===== config.mk =====
export PLATFORM = sky130hd
export DESIGN_NAME = irq_edge_mask_top
export DESIGN_NICKNAME = d
export VERILOG_FILES = /design/src/rtl/irq_pkg.sv /design/src/rtl/irq_ctrl.sv /design/src/rtl/irq_edge_det.sv /design/src/rtl/irq_datapath.sv /design/src/rtl/irq_edge_mask_top.sv
export SDC_FILE = /design/constraint.sdc
export NUM_CORES = 1
export LEC_CHECK = 0
export BUFFER_PORTS_ARGS = -buffer_cell sky130_fd_sc_hd__buf_2
export CAP_MARGIN = 40
export CORE_UTILIZATION = 52
export DETAILED_ROUTE_END_ITERATION = 7
export HOLD_SLACK_MARGIN = 0.1
export PLACE_DENSITY_LB_ADDON = 0.15
export RECOVER_POWER = 25
export SKIP_LAST_GASP = 1
export SLEW_MARGIN = 20
export SYNTH_ARGS = -nofsm -noshare
export SYNTH_HDL_FRONTEND = slang
export SYNTH_SLANG_ARGS = --single-unit

===== constraint.sdc =====
create_clock -name clk -period 1.7 [get_ports clk]
set_clock_uncertainty 0.15 [all_clocks]
set_input_delay 0.085 -clock clk [delete_from_list [all_inputs] [get_ports clk]]
set_output_delay 0.085 -clock clk [all_outputs]
set_load 0.01 [all_outputs]

===== src/rtl/irq_pkg.sv =====
package irq_pkg;

  localparam int ADDR_W = 8;

  localparam logic [ADDR_W-1:0] OFS_RAW  = 8'h80;
  localparam logic [ADDR_W-1:0] OFS_CTRL = 8'h81;
  localparam logic [ADDR_W-1:0] OFS_PEND = 8'h82;
  localparam logic [ADDR_W-1:0] OFS_MASK = 8'h83;
  localparam logic [ADDR_W-1:0] OFS_CLR  = 8'h84;
  localparam logic [ADDR_W-1:0] OFS_VEC  = 8'h85;

  typedef enum logic [2:0] {
    RD_NONE,
    RD_RAW,
    RD_CTRL,
    RD_PEND,
    RD_MASK,
    RD_VEC
  } rdSel_e;

  typedef struct packed {
    logic   wrMask;
    logic   wrClr;
    logic   wrCtrl;
    logic   wrVec;
    rdSel_e rdSel;
  } ctrlStrobes_t;

endpackage


===== src/rtl/irq_ctrl.sv =====
module irq_ctrl
  import irq_pkg::*;
(
  input  logic              clk,
  input  logic              rstN,
  input  logic              wrEn,
  input  logic [ADDR_W-1:0] addr,
  output ctrlStrobes_t      strb
);

  always_comb begin
    strb        = '0;
    strb.rdSel  = RD_NONE;
    strb.wrMask = wrEn && (addr == OFS_MASK);
    strb.wrClr  = wrEn && (addr == OFS_CLR);
    strb.wrCtrl = wrEn && (addr == OFS_CTRL);
    strb.wrVec  = wrEn && (addr == OFS_VEC);
    case (addr)
      OFS_RAW:  strb.rdSel = RD_RAW;
      OFS_CTRL: strb.rdSel = RD_CTRL;
      OFS_PEND: strb.rdSel = RD_PEND;
      OFS_MASK: strb.rdSel = RD_MASK;
      OFS_VEC:  strb.rdSel = RD_VEC;
      default:  strb.rdSel = RD_NONE;
    endcase
  end

  AST_ONE_WRITE: assert property (@(posedge clk) disable iff (!rstN)
    $onehot0({strb.wrMask, strb.wrClr, strb.wrCtrl, strb.wrVec}));

  AST_NO_WRITE_IDLE: assert property (@(posedge clk) disable iff (!rstN)
    !wrEn |-> !(strb.wrMask || strb.wrClr || strb.wrCtrl || strb.wrVec));

endmodule


===== src/rtl/irq_edge_det.sv =====
module irq_edge_det #(
  parameter int SYNC_DEPTH = 2
) (
  input  logic clk,
  input  logic rstN,
  input  logic lineIn,
  input  logic riseSel,
  input  logic armed,
  output logic lineSync,
  output logic edgeHit
);

  logic [SYNC_DEPTH:0] pipe;
  logic                curS;
  logic                prevS;

  always_ff @(posedge clk) begin
    if (!rstN) begin
      pipe <= '0;
    end else begin
      pipe[0] <= lineIn;
      for (int i = 1; i <= SYNC_DEPTH; i++) begin
        pipe[i] <= pipe[i-1];
      end
    end
  end

  assign curS     = pipe[SYNC_DEPTH-1];
  assign prevS    = pipe[SYNC_DEPTH];
  assign lineSync = curS;
  assign edgeHit  = armed && (riseSel ? (curS && !prevS) : (!curS && prevS));

  AST_EDGE_DIR: assert property (@(posedge clk) disable iff (!rstN)
    edgeHit |=> (prevS == riseSel));

endmodule


===== src/rtl/irq_datapath.sv =====
module irq_datapath
  import irq_pkg::*;
#(
  parameter int N_LINES    = 8,
  parameter int SYNC_DEPTH = 2
) (
  input  logic               clk,
  input  logic               rstN,
  input  logic [N_LINES-1:0] irqIn,
  input  logic [N_LINES-1:0] riseSel,
  input  logic [N_LINES-1:0] wrData,
  input  ctrlStrobes_t       strb,
  output logic [N_LINES-1:0] rdData,
  output logic               irqReq,
  output logic [N_LINES-1:0] vecOut
);

  localparam int PRIME_CYC = SYNC_DEPTH + 1;
  localparam int PRIME_W   = $clog2(PRIME_CYC + 1);
  localparam logic [PRIME_W-1:0] PRIME_DONE = PRIME_W'(PRIME_CYC);

  logic [PRIME_W-1:0] primeCnt;
  logic               armed;
  logic [N_LINES-1:0] lineSync;
  logic [N_LINES-1:0] edgeVec;
  logic [N_LINES-1:0] clrBits;
  logic [N_LINES-1:0] latchQ;
  logic [N_LINES-1:0] maskQ;
  logic [N_LINES-1:0] pending;
  logic [N_LINES-1:0] vecQ;
  logic               enQ;

  // Priming counter: hold edge detection off until the chain holds real samples
  always_ff @(posedge clk) begin
    if (!rstN) begin
      primeCnt <= '0;
    end else if (primeCnt != PRIME_DONE) begin
      primeCnt <= primeCnt + 1'b1;
    end
  end
  assign armed = (primeCnt == PRIME_DONE);

  for (genvar g = 0; g < N_LINES; g++) begin : gLine
    irq_edge_det #(.SYNC_DEPTH(SYNC_DEPTH)) uDet (
      .clk      (clk),
      .rstN     (rstN),
      .lineIn   (irqIn[g]),
      .riseSel  (riseSel[g]),
      .armed    (armed),
      .lineSync (lineSync[g]),
      .edgeHit  (edgeVec[g])
    );
  end

  assign clrBits = strb.wrClr ? wrData : '0;

  // Event latches carry no reset; only the clear register empties them
  always_ff @(posedge clk) begin
    latchQ <= (latchQ | edgeVec) & ~clrBits;
  end

  always_ff @(posedge clk) begin
    if (!rstN) begin
      maskQ <= '0;
      enQ   <= 1'b0;
      vecQ  <= '0;
    end else begin
      if (strb.wrMask) maskQ <= wrData;
      if (strb.wrCtrl) enQ   <= wrData[0];
      if (strb.wrVec)  vecQ  <= wrData;
    end
  end

  assign pending = latchQ & maskQ;
  assign irqReq  = enQ && (|pending);
  assign vecOut  = vecQ;

  always_comb begin
    case (strb.rdSel)
      RD_RAW:  rdData = lineSync;
      RD_CTRL: rdData = {{(N_LINES-1){1'b0}}, enQ};
      RD_PEND: rdData = pending;
      RD_MASK: rdData = maskQ;
      RD_VEC:  rdData = vecQ;
      default: rdData = '0;
    endcase
  end

  AST_CLR_WINS: assert property (@(posedge clk) disable iff (!rstN)
    strb.wrClr |=> ((latchQ & $past(wrData)) == '0));

  AST_LATCH_STICKY: assert property (@(posedge clk) disable iff (!rstN)
    !strb.wrClr |=> (($past(latchQ) & ~latchQ) == '0));

  AST_NO_EARLY_EDGE: assert property (@(posedge clk) disable iff (!rstN)
    !armed |=> ((latchQ & ~$past(latchQ)) == '0));

  AST_REQ_NEEDS_MASK: assert property (@(posedge clk) disable iff (!rstN)
    irqReq |-> (maskQ != '0));

endmodule


===== src/rtl/irq_edge_mask_top.sv =====
module irq_edge_mask_top
  import irq_pkg::*;
#(
  parameter int N_LINES    = 8,
  parameter int SYNC_DEPTH = 2
) (
  input  logic               clk,
  input  logic               rstN,
  input  logic [N_LINES-1:0] irqIn,
  input  logic [N_LINES-1:0] riseSel,
  input  logic               wrEn,
  input  logic [ADDR_W-1:0]  addr,
  input  logic [N_LINES-1:0] wrData,
  output logic [N_LINES-1:0] rdData,
  output logic               irqReq,
  output logic [N_LINES-1:0] vecOut
);

  ctrlStrobes_t strb;

  irq_ctrl uCtrl (
    .clk  (clk),
    .rstN (rstN),
    .wrEn (wrEn),
    .addr (addr),
    .strb (strb)
  );

  irq_datapath #(.N_LINES(N_LINES), .SYNC_DEPTH(SYNC_DEPTH)) uDp (
    .clk     (clk),
    .rstN    (rstN),
    .irqIn   (irqIn),
    .riseSel (riseSel),
    .wrData  (wrData),
    .strb    (strb),
    .rdData  (rdData),
    .irqReq  (irqReq),
    .vecOut  (vecOut)
  );

endmodule


## Yosys cells after proc, flatten, opt, wreduce, memory -nomap -nowiden

Cells that the tools add are included.
W data, S select, Z words.

- Register bits: 51
- Output and inout port bits: 17
- Input bits: 35

- Reductions and logical operators: 46
- $add $sub $neg: 1
- Bitwise logic cells: 4
- Muxes and demuxes: 11
- Equality and inequality tests: 13

Operators with widths:

| kind | number |
|---|---|
| $eq A8 B8 Y1 const B | 6 |
| $pmux W8 S5 | 1 |
| $logic_and A1 B1 Y1 | 29 |
| $and A8 B8 Y8 | 2 |
| $logic_not A1 Y1 | 16 |
| $pmux W3 S5 | 1 |
| $mux W1 | 8 |
| $mux W8 | 1 |
| $not A8 Y8 | 1 |
| $or A8 B8 Y8 | 1 |
| $reduce_or A8 Y1 | 1 |
| $eq A3 B2 Y1 const B | 2 |
| $eq A3 B3 Y1 const B | 2 |
| $eq A3 B1 Y1 const B | 1 |
| $add A2 B1 Y2 const B | 1 |
| $eq A2 B2 Y1 const B | 1 |
| $ne A2 B2 Y1 const B | 1 |

## Logic depth before layout (Yosys ltp)

- Depth in word-level cells: 6
- Mapped depth: 5
- Gate-level depth less buffers: 3

## By module

A second synthesis with hierarchy kept.

- Cell total of the unflattened synthesis: 222
- Area, all modules: 2267.2 um2

Modules (own cells, without submodules):

| module | area an instance (um2) | instances | cells each |
|---|---|---|---|
| irq_datapath | 1295.0 | 1 | 133 |
| irq_edge_det | 102.6 | 8 | 9 |
| irq_ctrl | 151.4 | 1 | 17 |

## Worst setup path before layout

No wires, ideal clock.

- Kind: input-to-output
- Start point: input addr[3]
- End point: output rdData[0]
- Stages on the path: 4
- Data arrival time: 1.101 ns
- Data required time: 1.465 ns
- Slack: 0.364 ns
- Path through: or4b_4 buf_6 nor4b_4 a211o_1

- Cells in the longest elaborated chain, start to end: 4

RTL lines:

| item | line | text |
|---|---|---|
| from (decl) | irq_edge_mask_top.sv:12 | `input logic [ADDR_W-1:0] addr,` |
| $eq A8 B8 Y1 | irq_ctrl.sv:18 | `case (addr)` |
| $pmux W3 S5 (*) | irq_ctrl.sv:18 |  |
| $eq A3 B3 Y1 (tied with other cells) | irq_datapath.sv:79 | `case (strb.rdSel)` |
| $pmux W8 S5 (*) | irq_datapath.sv:79 |  |
| to (decl) | irq_edge_mask_top.sv:14 | `output logic [N_LINES-1:0] rdData,` |

Every way passes the cells marked *; elsewhere a longest branch is shown, timed or not.

## Final worst setup path

- Start point: register uDp.vecQ[0], in the netlist uDp.vecOut[0]
- End point: output rdData[0]

- Cells in the longest elaborated chain, start to end: 1

RTL lines:

| item | line | text |
|---|---|---|
| from (decl) | irq_datapath.sv:30 | `logic [N_LINES-1:0] vecQ;` |
| from (signal assigned) | irq_datapath.sv:70 | `if (strb.wrVec) vecQ <= wrData;` |
| $pmux W8 S5 | irq_datapath.sv:79 |  |

No other way between the ends.

==> impl_results.md <==
- DIE HEIGHT: 66.5 um
- Seq/Total Area, Yosys: a little under half
- Number of buffers created by CTS: 5
- Pre-antenna DRT Iters: 4
- Critical path class: flop to output port
- Critical path fanouts, max: 3
- GP Congestion: roughly 0.78
- Fmax: 617 MHz
- Final TNS setup: 0 ns
- RSZ-0062 raised after global routing: no
- Yosys warning total: 0
- Vias: ~1900
- Number of inserted diodes: 0
- Max_cap viols: 0
- Final setup fails: 0
- Commonest non-fill, non-tap cells in the layout: dfxtp_1 (51), buf_2 (50), nand2_1 (25), dlygate4sd3_1 (25)
- Remaining global-route overflow: 0
- LEAKAGE: roughly 0.0014 uW
- Clock root buffer: clkbuf_8
- Syn_area_per_cell: 9.76 um^2
- Antenna Nets Post-Route: 0
- Std cell rows: 23
- Total GRT Usage: ~24%
- DR DRC count: 0
- Post-DR vias/cell: ~5.3
- Worst EP arrival: between 1 and 1.5 ns
- Core box area: roughly 4000 um^2
- Top post-synthesis cells by area: dfxtp_1 (47%), mux2i_1 (8.8%), and2_1 (7.2%)
- Library cells used by synthesis: 30
- WL per Instance: 13.9 um
- First-pass GRT wire length: around 8000 um
- Hold Violations, Final: 0
- Hold Path Class: input port to flop
- Synth area leader: dfxtp_1
- Clk Latency, worst-skew pair: 0.29 ns
- Max-slew violation count: 0
- Vias in the first global route: between 1500 and 2000
- Power per standard cell area: slightly below 800 nW/um^2
- Commonest non-fill, non-tap cell in the layout: dfxtp_1
- Synthesized Nets: about 260
- Mapped cell area: between 2000 and 2500 um^2
- Max Buffers Root-to-Sink: 2
- Final wirelength: ~5000 um
- WHS: around 0.10 ns
- Final HPWL from detailed placement: about 3300 um
- Area of the multi-input gates: 1050 um^2
- Clock-pin transition on the worst setup and hold timing paths: 0.09 ns
- Die X: approximately 67 um
- Port-buffer cells: 51
- Largest net degree at the start of global routing: 30
- Tmin final: 1.62 ns
- Headroom to the max-slew limit: ~25%
- CTS tree: built
- WP data required: roughly 1.5 ns
- # nets final: 340
- Worst setup EP type: output port
- Status: finished, final reports clean
- Number of synthesized register bits: between 50 and 60
- Initial Util: 54.1%
- Die Area: about 4400 um^2
- Area Overhead vs Synth: 32.5%
- Layout cells sized above 1: a little under a quarter
- Yosys top cell area share: 47.1%
- Slew at the pin with the worst max-slew slack: roughly 1.1 ns
- Number of DRC markers in iteration 0: approximately 120
- Worst vdd ir: 660 uV
- H-tree depth: 2
- # fillers: 306
- PostCTS Resize Cnt: 0
- Reg area: 1020 um^2
- I/O pin count: 52
- Mapped Cells: 222
- Clk sink count: 51
- Final Cycle Share: roughly 95%
- Initial antenna violation count: 0
- Worst setup SP type: flop
-- metrics by stage --
step	utilization, %	power [uW]	setup slack, ns	cells	cell area (um^2)
2_1_floorplan	-	1390	0.364	222	2170
3_3_place_gp	63.1	1470	0.159	322	2520
3_5_place_dp	63.1	1470	0.150	322	2520
4_1_cts	71.8	2240	0.0765	355	2870
5_1_grt	71.7	2320	0.00771	355	2870
6_report	71.7	2240	0.0780	355	2870
-- worst paths after layout --
path                                   from                         to  slack, ns  cells after the start
setup / recovery              uDp.vecOut[0]                  rdData[0]       0.08                      4
hold / removal                      addr[2]              uDp.vecOut[2]       0.10                      4
setup reg to reg            uDp.primeCnt[0]              uDp.latchQ[0]       0.31                      3
hold reg to reg   uDp.gLine[1].uDet.pipe[0]  uDp.gLine[1].uDet.pipe[1]       0.29                      1
-- cell families after synthesis --
group / count (synthesis) / synth area share [%]
mux: 19 / 8.78
compound gates: 37 / 11.9
simple gates: 91 / 26.7
fa+ha+maj: 1 / 0.578
xor+xnor: 1 / 0.404
flops: 51 / 47.1
buf+inv: 22 / 4.45
-- power by group --
| group | total (uW) | switching [uW] | internal, uW |
|---|---|---|---|
| Sequential | 1270 | 27.3 | 1240 |
| Clock | 746 | 374 | 372 |
| Combinational | 226 | 97.9 | 128 |
| Total | 2240 | 499 | 1740 |
-- worst max-delay path, cell delays in order, from the launching register on --
cell and delay [ns]:
dfxtp_1 0.33, mux2i_1 0.25, nor4b_4 0.08, a211o_1 0.28, buf_2 0.14
-- flip-flops by register name, summed over array words and instances (netlist names) --
signal and count:
uDp.maskQ 8, uDp.enQ 1, uDp.gLine.uDet.pipe 24, uDp.vecOut 8, uDp.primeCnt 2, uDp.latchQ 8
-- synth_stat cells --
cell type and instances:
a211o_1 1, a221o_1 7, a22oi_1 12, a41oi_1 1
and2_1 25, and3_1 2, and3b_1 8, and4_1 1
and4bb_2 1, buf_2 5, buf_6 1, clkbuf_1 7
dfxtp_1 51, ha_1 1, inv_1 9, mux2i_1 19
nand2_1 25, nand4_2 2, nand4b_1 1, nor2_1 2
nor2b_1 3, nor3_1 8, nor3b_1 8, nor4b_1 1
nor4b_4 1, nor4bb_1 1, o21ai_0 16, or3b_1 1
or4b_4 1, xnor2_1 1
-- repair_timing --
item	4_1_cts	5_1_grt
hold buffers	25	0
setup endpoints to repair	0	0
buffers inserted	0	0
hold endpoints to repair	33	0
-- cell type report --
type,count,share of cell area [%]
sequential,51,35.6
tap,50,2.18
timing repair buffer,88,21.0
multi-input combinational,149,36.5
clock buffer,8,3.49
inverter,9,1.18
-- metal layers --
| metal | GRT usage (%) | share of wire [%] | wire, um | up-vias |
|---|---|---|---|---|
| met4 | 7.71 | 0.75 | 37 | 0 |
| li1 | - | - | - | 951 |
| met3 | 5.65 | 4.0 | 199 | 4 |
| met2 | 38.8 | 47 | 2300 | 49 |
| met5 | 0 | 0 | 0 | - |
| met1 | 32.6 | 49 | 2400 | 873 |
No activity file was read; power rests on OpenSTA's default activity.
